<file path="src/rtl/codec_sleep_pkg.sv">
package codec_sleep_pkg;
  typedef enum logic [1:0] {
    SEL_MAIN  = 2'd0,
    SEL_AUX_A = 2'd1,
    SEL_AUX_B = 2'd2,
    SEL_NONE  = 2'd3
  } pd_sel_e;

  localparam int PD_WORDS = 3;
endpackage

</file>
<file path="src/rtl/codec_wake_detect.sv">
module codec_wake_detect #(
  parameter int GPIO_N = 3,
  parameter int VIRT_N = 2
) (
  input  logic              clk,
  input  logic              rst,
  input  logic [GPIO_N-1:0] gpio_i,
  input  logic [GPIO_N-1:0] gpio_is_in_i,
  input  logic [GPIO_N-1:0] gpio_wake_en_i,
  input  logic              warm_rst_i,
  input  logic [VIRT_N-1:0] virt_evt_i,
  output logic              wake_o
);
  logic [GPIO_N-1:0] sync1_q, sync2_q, prev_q;
  logic [GPIO_N-1:0] rise;

  always_ff @(posedge clk) begin
    if (rst) begin
      sync1_q <= '0;
      sync2_q <= '0;
      prev_q  <= '0;
    end else begin
      sync1_q <= gpio_i;
      sync2_q <= sync1_q;
      prev_q  <= sync2_q;
    end
  end

  // Per-pin qualified edge: only input pins with wake enabled count
  for (genvar g = 0; g < GPIO_N; g++) begin : g_pin
    assign rise[g] = sync2_q[g] & ~prev_q[g] & gpio_is_in_i[g] & gpio_wake_en_i[g];
  end

  assign wake_o = warm_rst_i | (|virt_evt_i) | (|rise);
endmodule

</file>
<file path="src/rtl/codec_pd_regs.sv">
module codec_pd_regs
  import codec_sleep_pkg::*;
#(
  parameter int W          = 16,
  parameter int SLEEP_BIT  = 12,
  parameter int EXEMPT_BIT = 14
) (
  input  logic         clk,
  input  logic         rst,
  input  logic         wr_en_i,
  input  logic [1:0]   wr_sel_i,
  input  logic [W-1:0] wr_data_i,
  input  logic         wake_i,
  output logic         sleep_o,
  output logic         link_en_o,
  output logic         standby_o
);
  localparam logic [W-1:0] EXEMPT_MASK = W'(1) << EXEMPT_BIT;

  logic [W-1:0] pd_q [PD_WORDS];
  logic [W-1:0] pd_d [PD_WORDS];
  logic         standby_d;
  logic         link_en_q, standby_q;

  always_comb begin
    for (int i = 0; i < PD_WORDS; i++) begin
      pd_d[i] = (wr_en_i && wr_sel_i == 2'(i)) ? wr_data_i : pd_q[i];
    end
    // Wake while asleep overrides any same-cycle write of the sleep bit
    if (pd_q[SEL_MAIN][SLEEP_BIT] && wake_i) begin
      pd_d[SEL_MAIN][SLEEP_BIT] = 1'b0;
    end
    standby_d = (&pd_d[SEL_MAIN]) & (&pd_d[SEL_AUX_B]) & (&(pd_d[SEL_AUX_A] | EXEMPT_MASK));
  end

  always_ff @(posedge clk) begin
    if (rst) begin
      for (int i = 0; i < PD_WORDS; i++) pd_q[i] <= '0;
      link_en_q <= 1'b1;
      standby_q <= 1'b0;
    end else begin
      for (int i = 0; i < PD_WORDS; i++) pd_q[i] <= pd_d[i];
      link_en_q <= ~pd_d[SEL_MAIN][SLEEP_BIT];
      standby_q <= standby_d;
    end
  end

  assign sleep_o   = pd_q[SEL_MAIN][SLEEP_BIT];
  assign link_en_o = link_en_q;
  assign standby_o = standby_q;
endmodule

</file>
<file path="src/rtl/codec_sleep_ctrl.sv">
module codec_sleep_ctrl #(
  parameter int W          = 16,
  parameter int SLEEP_BIT  = 12,
  parameter int EXEMPT_BIT = 14,
  parameter int GPIO_N     = 3,
  parameter int VIRT_N     = 2
) (
  input  logic              clk,
  input  logic              por_n_i,
  input  logic              ext_rst_n_i,
  input  logic              wr_en_i,
  input  logic [1:0]        wr_sel_i,
  input  logic [W-1:0]      wr_data_i,
  input  logic              warm_rst_i,
  input  logic [GPIO_N-1:0] gpio_i,
  input  logic [GPIO_N-1:0] gpio_is_in_i,
  input  logic [GPIO_N-1:0] gpio_wake_en_i,
  input  logic [VIRT_N-1:0] virt_evt_i,
  output logic              link_en_o,
  output logic              sleep_o,
  output logic              standby_o,
  output logic              int_rst_o
);
  logic rst_q = 1'b1;
  logic wake;

  always_ff @(posedge clk) begin
    rst_q <= ~(por_n_i & ext_rst_n_i);
  end
  assign int_rst_o = rst_q;

  codec_wake_detect #(.GPIO_N(GPIO_N), .VIRT_N(VIRT_N)) wake_i (
    .clk            (clk),
    .rst            (rst_q),
    .gpio_i         (gpio_i),
    .gpio_is_in_i   (gpio_is_in_i),
    .gpio_wake_en_i (gpio_wake_en_i),
    .warm_rst_i     (warm_rst_i),
    .virt_evt_i     (virt_evt_i),
    .wake_o         (wake)
  );

  codec_pd_regs #(.W(W), .SLEEP_BIT(SLEEP_BIT), .EXEMPT_BIT(EXEMPT_BIT)) regs_i (
    .clk       (clk),
    .rst       (rst_q),
    .wr_en_i   (wr_en_i),
    .wr_sel_i  (wr_sel_i),
    .wr_data_i (wr_data_i),
    .wake_i    (wake),
    .sleep_o   (sleep_o),
    .link_en_o (link_en_o),
    .standby_o (standby_o)
  );
endmodule

</file>
<file path="config.mk">
export PLATFORM = sky130hd
export DESIGN_NAME = codec_sleep_ctrl
export DESIGN_NICKNAME = d
export VERILOG_FILES = /design/src/rtl/codec_sleep_pkg.sv /design/src/rtl/codec_wake_detect.sv /design/src/rtl/codec_pd_regs.sv /design/src/rtl/codec_sleep_ctrl.sv
export SDC_FILE = /design/constraint.sdc
export NUM_CORES = 1
export LEC_CHECK = 0
export BUFFER_PORTS_ARGS = -buffer_cell sky130_fd_sc_hd__buf_2
export CAP_MARGIN = 5
export CORE_ASPECT_RATIO = 0.5
export CORE_UTILIZATION = 50
export CTS_CLUSTER_DIAMETER = 40
export CTS_CLUSTER_SIZE = 30
export DETAILED_ROUTE_END_ITERATION = 8
export GPL_ROUTABILITY_DRIVEN = 0
export HOLD_SLACK_MARGIN = 0.15
export PLACE_DENSITY = 0.75
export REMOVE_ABC_BUFFERS = 1
export SYNTH_ARGS = -nofsm -noshare
export SYNTH_HDL_FRONTEND = slang
export SYNTH_SLANG_ARGS = --single-unit
</file>
<file path="constraint.sdc">
create_clock -name clk -period 1.62 [get_ports clk]
set_clock_uncertainty 0.15 [all_clocks]
set_input_delay 0.081 -clock clk [delete_from_list [all_inputs] [get_ports clk]]
set_output_delay 0.081 -clock clk [all_outputs]
set_load 0.1 [all_outputs]
</file>
==> results of run 1 <==
cell families after synthesis:
| kind of cell | count (synthesis) | share of synthesized area [%] |
|---|---|---|
| simple gates | 159 | 30.9 |
| compound gates | 61 | 14.2 |
| flops | 59 | 49.0 |
| buf+inv | 21 | 4.21 |
| mux | 3 | 1.30 |
| xor+xnor | 1 | 0.364 |
sequential cells by signal, indices dropped and copies added (netlist names):
name and cells:
regs_i.link_en_o 1, wake_i.prev_q 3, regs_i.pd_q 47, wake_i.sync1_q 3, wake_i.sync2_q 3, regs_i.standby_o 1
int_rst_o 1
cells in the mapped netlist, drive strengths merged (2+ instances only):
| master | n | area, µm² |
|---|---|---|
| dfxtp | 59 | 1180 |
| nand3 | 14 | 70.1 |
| a2111oi | 2 | 23.8 |
| nand4b | 3 | 26.3 |
| inv | 3 | 11.3 |
| nor2b | 10 | 62.6 |
| nand2b | 2 | 12.5 |
| and3b | 2 | 17.5 |
| nand4 | 8 | 50.1 |
| and3 | 2 | 12.5 |
| a31oi | 4 | 25.0 |
| a22o | 2 | 17.5 |
| nor3 | 5 | 30.0 |
| mux2i | 2 | 20.0 |
| nor2 | 7 | 26.3 |
| nand2 | 100 | 375 |
| a21oi | 46 | 230 |
| buf | 7 | 48.8 |
| clkbuf | 11 | 41.3 |
| o21ai | 3 | 15.0 |
metrics by stage:
step	setup WS, ps	setup TNS [ps]	instances	hold WS [ps]
after floorplan	-887	-34290	286	-7.06
after global placement	-81.8	-81.8	415	93.4
after CTS	1.63	0	462	189
final	59.0	0	463	201
after global routing	-10.3	-10.3	463	216
after detailed placement	-154	-154	415	94.6
power by group through the flow:
stage | clock network (mW) | registers (mW) | logic (mW)
floorplan | 0 | 1.54 | 0.0755
global placement | 0 | 1.52 | 0.252
detailed placement | 0 | 1.52 | 0.257
CTS | 1.12 | 1.49 | 0.314
global route | 1.18 | 1.49 | 0.358
finish | 1.11 | 1.49 | 0.335
layout by cell type, fill, tap and decap left out, types with 4 or more instances in the layout:
cell type      count
dlygate4sd3_1     31
nand2_1          100
nor3_2             4
clkbuf_8           9
nor2_1             7
a21oi_1           46
a31oi_1            4
clkinv_2           5
nand4_1            8
dfxtp_1           57
buf_4             29
nor2b_1           10
buf_2             30
nand3_1           13
path summary, 6_finish.rpt:
check | start | to | slack, ps | depth (start not counted)
max | wr_sel_i[1] | regs_i.pd_q[0][15] | 60 | 6
min | wr_en_i | regs_i.pd_q[0][5] | 200 | 5
max reg2reg | regs_i.pd_q[0][6] | regs_i.standby_o | 140 | 5
min reg2reg | wake_i.sync1_q[2] | wake_i.sync2_q[2] | 300 | 1
critical path: stages:
cell and delay [ps]:
buf_2 130, or3b_1 540, buf_4 210, nand2_1 60, a21oi_1 80, dlygate4sd3_1 560
metal layers:
layer | part of all wire, % | GRT usage, % | vias to the layer above
met5 | 0 | 0 | -
met4 | 2.4 | 10.9 | 0
met3 | 9.9 | 9.99 | 25
met2 | 46 | 45.7 | 133
met1 | 41 | 34.2 | 1169
li1 | - | - | 1209
what timing repair did:
| action | 4_1_cts | 5_1_grt |
|---|---|---|
| gates resized for setup | 1 | 17 |
| buffers inserted | 0 | 1 |
| hold buffers | 31 | 0 |
| endpoints found under the setup margin | 1 | 1 |
| endpoints found under the hold margin | 53 | 0 |
| pin swaps | 0 | 4 |
final cells by class:
class | instances | area, µm²
Clock buffer | 10 | 128
Clock inverter | 6 | 32.5
Fill cell | 338 | 1150
Inverter | 3 | 11.3
Multi-Input combinational cell | 224 | 1170
Sequential cell | 59 | 1180
Tap cell | 66 | 82.6
Timing Repair Buffer | 95 | 752
==> impl_table.tex, run 1 <==
\begin{tabular}{lr}
\hline
Metric & Value \\
\hline
\multicolumn{2}{l}{\textbf{Clock tree}} \\
H-Tree Depth & 3 \\
Worst-Skew Late Latency & 350 ps \\
Number of CTS-inserted buffers & 9 \\
CTS tree & built \\
Clock edge transition at the registers on the reported setup and hold paths & 60 ps \\
Max clock buf depth & 2 \\
Buffer cell driving the clock tree root & clkbuf\_8 \\
Sinks on Clock Net & 59 \\
\multicolumn{2}{l}{\textbf{Place}} \\
IO Port Bufs & 37 \\
Placed cell area & 0.00281 mm² \\
Half-perimeter wire length after placement & 4370 µm \\
\multicolumn{2}{l}{\textbf{Setup path}} \\
Worst EP required & 1710 ps \\
Critical path data arrival time & 1650 ps \\
Biggest fanout along the worst timing path & 6 \\
CP Class & input port to flip-flop \\
Endpoint type of the worst setup path & flip-flop \\
Kind of start point of the critical path & input port \\
\multicolumn{2}{l}{\textbf{Routing}} \\
Final routed DRC violation total & 0 \\
Detailed-routing iteration count for the pre-antenna-repair pass & 5 \\
First-iteration detailed-routing DRC count & 249 \\
Average routed wire per standard cell & 14.8 µm \\
Vias after detailed routing & 2536 \\
Average via count per standard cell & 5.48 \\
Post-detailed-route count of antenna-violating nets & 0 \\
Wire length reported by the detailed router & 6870 µm \\
\multicolumn{2}{l}{\textbf{Layout}} \\
Post-route cell area & 0.00336 mm² \\
Fraction of layout cells with a size suffix above 1 & 23.4\% \\
Diode count & 0 \\
Area growth syn-to-layout & 39.3\% \\
Nets & 426 \\
Core occupancy in the finished layout & 74.4\% \\
\multicolumn{2}{l}{\textbf{Global route}} \\
Global-route wire length before repair & 10500 µm \\
Overall routing resource usage & 28.0\% \\
GR Overflow Total & 0 \\
Pin count of the biggest net entering global routing & 57 \\
Number of antenna violations at the first check in global routing & 0 \\
Vias in the first global route & 2291 \\
\multicolumn{2}{l}{\textbf{Synth}} \\
FF+latch count, synth & 59 \\
Cell area after synthesis & 0.00241 mm² \\
Cells after synthesis & 304 \\
Mean post-synth cell area & 7.93 µm² \\
Warning count from the yosys run & 0 \\
Proportion of register bits with asynchronous set or reset after synthesis & 0\% \\
Part of the Yosys area used for sequential elements & 49.0\% \\
Number of library cell types mapped by synthesis & 37 \\
Number of enable-type register cells in the synthesized netlist & 0 \\
Predominant post-synthesis flop cell & dfxtp\_1 \\
\multicolumn{2}{l}{\textbf{Power}} \\
IR drop worst, VDD & 0.000732 V \\
Part of the power in the clock network & 37.8\% \\
Lkg Pwr & 1.26 nW \\
Switching pwr & 0.755 mW \\
Cell internal pwr & 2.17 mW \\
Switching share of power & 25.8\% \\
Sequential share of power & 50.8\% \\
Logic gate share of total power & 11.4\% \\
PD cells & 872 mW/mm² \\
Total chip power & 2.93 mW \\
\multicolumn{2}{l}{\textbf{Timing}} \\
Shortest clock period the worst path allows after layout & 1560 ps \\
Final number of max-transition violations & 0 \\
Worst rel slew slack & 67.3\% \\
Final Hold Viols & 0 \\
Share of the cycle needed by the critical path after routing & 96.4\% \\
Least-Margin Pin Slew & 494 ps \\
Final setup vio count & 0 \\
Fmax & 641 MHz \\
\multicolumn{2}{l}{\textbf{Hold path}} \\
HP Class & input port to flip-flop \\
\multicolumn{2}{l}{\textbf{Floorplanning}} \\
I/O pin count & 38 \\
Row count & 17 \\
Starting density of the core & 53.4\% \\
Floorplan die height & 51.1 µm \\
Die ar. & 0.00512 mm² \\
Die width & 100 µm \\
Core Footprint & 0.00451 mm² \\
\multicolumn{2}{l}{\textbf{Status}} \\
Status & finished, final reports clean \\
\multicolumn{2}{l}{\textbf{Run}} \\
MaxCap Viol Count & 0 \\
\hline
\end{tabular}
(Power assumes the default switching activity.)
==> run 2, diff against run 1 <==
- CORE_UTILIZATION: 50 -> 55
- PLACE_DENSITY: 0.75 -> 0.78
- clock period: 1.62 -> 1.65 ns (I/O delays scaled with it)
==> run 2 against run 1 <==
Highest routed layer unchanged. Power up 8.6%. Non-clock buffer count down 3. Combinational power down 4%. Cell count down 3.2%. Die area down 8.8%. First-iteration DRC count down 17%. Critical path depth unchanged. Utilization up 8.1 points. Sequential cell count unchanged. Sequential share of layout area up 0.27 points. Critical path type unchanged. Via count down 1.1%.
==> impl_table.tex, run 2 (synthesis gave the netlist of run 1 again) <==
\begin{tabular}{lr}
\hline
Metric & Value \\
\hline
\multicolumn{2}{l}{\textbf{Clock tree}} \\
Number of CTS-inserted buffers & 9 \\
Clock edge transition at the registers on the reported setup and hold paths & 60 ps \\
Max clock buf depth & 2 \\
Sinks on Clock Net & 59 \\
Worst-Skew Late Latency & 340 ps \\
Setup repair bufs after CTS & 0 \\
H-Tree Depth & 3 \\
CTS tree & built \\
Buffer cell driving the clock tree root & clkbuf\_8 \\
\multicolumn{2}{l}{\textbf{Timing}} \\
Shortest clock period the worst path allows after layout & 1590 ps \\
Fmax & 627 MHz \\
Final setup vio count & 0 \\
WHS & 228 ps \\
Final Hold Viols & 0 \\
Share of the cycle needed by the critical path after routing & 96.6\% \\
Unrepaired setup endpoints after global routing & false \\
Least-Margin Pin Slew & 485 ps \\
Final number of max-transition violations & 0 \\
Worst rel slew slack & 67.9\% \\
\multicolumn{2}{l}{\textbf{Floorplanning}} \\
Floorplan die height & 48.8 µm \\
Core Footprint & 0.00404 mm² \\
Row count & 16 \\
Die width & 95.6 µm \\
Starting density of the core & 59.6\% \\
Die ar. & 0.00467 mm² \\
I/O pin count & 38 \\
\multicolumn{2}{l}{\textbf{Routing}} \\
Average via count per standard cell & 5.60 \\
Wire length reported by the detailed router & 7040 µm \\
Average routed wire per standard cell & 15.7 µm \\
Final routed DRC violation total & 0 \\
Detailed-routing iteration count for the pre-antenna-repair pass & 7 \\
Vias after detailed routing & 2507 \\
First-iteration detailed-routing DRC count & 207 \\
Post-detailed-route count of antenna-violating nets & 0 \\
\multicolumn{2}{l}{\textbf{Global route}} \\
Vias in the first global route & 2425 \\
Pin count of the biggest net entering global routing & 57 \\
Global-route wire length before repair & 10900 µm \\
Number of antenna violations at the first check in global routing & 0 \\
Overall routing resource usage & 32.0\% \\
GR Overflow Total & 0 \\
\multicolumn{2}{l}{\textbf{Power}} \\
Total chip power & 3.18 mW \\
PD cells & 953 mW/mm² \\
IR drop worst, VDD & 0.000677 V \\
Lkg Pwr & 1.24 nW \\
\multicolumn{2}{l}{\textbf{Setup path}} \\
Critical path data arrival time & 1670 ps \\
Biggest fanout along the worst timing path & 8 \\
Worst EP required & 1730 ps \\
Kind of start point of the critical path & input port \\
CP Class & input port to flip-flop \\
Endpoint type of the worst setup path & flip-flop \\
\multicolumn{2}{l}{\textbf{Run}} \\
MaxCap Viol Count & 0 \\
\multicolumn{2}{l}{\textbf{Layout}} \\
Area growth syn-to-layout & 38.5\% \\
Diode count & 0 \\
Register name with the most flops & regs\_i.pd\_q \\
Largest register FFs & 47 \\
Commonest cells after routing, fill and taps aside & nand2\_1 (100), dfxtp\_1 (55), a21oi\_1 (46), dlygate4sd3\_1 (33), buf\_2 (32) \\
Number of fillers in the final layout & 273 \\
Fraction of layout cells with a size suffix above 1 & 21.6\% \\
Nets & 423 \\
Leading cell type in the layout, fill and taps excluded & nand2\_1 \\
Post-route cell area & 0.00334 mm² \\
\multicolumn{2}{l}{\textbf{Place}} \\
IO Port Bufs & 37 \\
Placed cell area & 0.00277 mm² \\
Half-perimeter wire length after placement & 4300 µm \\
\multicolumn{2}{l}{\textbf{Hold path}} \\
HP Class & input port to flip-flop \\
\multicolumn{2}{l}{\textbf{Status}} \\
Status & finished, final reports clean \\
\hline
\end{tabular}
-- run 2: cell count changes in the layout (fill, tap and decap cells not counted), moves of 2 or more --
cell and delta:
buf_2 +2, buf_4 -4, nor3_2 -2, dlygate4sd3_1 +2, bufinv_16 +2, nor3_1 +2
dfxtp_2 +2, clkinv_2 -3, dfxtp_1 -2, buf_6 -3
-- run 2: worst paths after layout --
path	start	slack [ps]	cells past startpoint	end
worst min-delay path	wr_sel_i[0]	230	5	regs_i.standby_o
worst max register to register	regs_i.pd_q[0][35]	110	5	regs_i.standby_o
worst min register to register	wake_i.sync1_q[0]	290	1	wake_i.sync2_q[0]
worst max-delay path	wr_sel_i[1]	60	6	regs_i.pd_q[0][15]
-- run 2: metrics by stage --
step                setup TNS, ps  cells  setup WS, ps  util [%]
floorplan                  -32520    286          -857         -
global placement            -43.2    399         -43.2      68.4
detailed placement          -75.2    399         -75.2      68.4
CTS                             0    448          14.4      81.9
global route                    0    448          9.42      82.5
finish                          0    448          55.9      82.5
-- run 2: worst max-delay path, cell delays in order --
cell,delay [ps]
buf_2,130
or3b_1,510
buf_4,220
nand2_1,70
a21oi_1,80
dlygate4sd3_1,560
-- run 2: final cells by class --
class | instances | area (µm²) | share of cell area, %
flip-flops and latches | 59 | 1190 | 35.5
multi-input cells | 224 | 1140 | 34.3
repair buffers | 92 | 718 | 21.5
clock buffers | 11 | 131 | 3.94
clock inverters | 5 | 77.6 | 2.32
well taps | 54 | 67.6 | 2.02
inverters | 3 | 11.3 | 0.337
-- run 2: timing repair --
action,in CTS,in global routing
endpoints found under the hold margin,53,0
hold buffers,33,0
gates resized for setup,1,10
setup endpoints to repair,1,1
pin swaps,0,5
-- run 2: power by group --
part	internal [mW]	total, mW	switching [mW]
Combinational	0.150	0.322	0.172
Clock	0.845	1.40	0.552
Sequential	1.45	1.46	0.0124
-- run 2: routing by layer --
layer	track usage, %	wire length, µm	up-vias
met4	13.7	179	0
met3	9.50	820	26
met2	52.4	3330	153
met5	0	0	-
li1	-	-	1201
met1	39.3	2720	1127
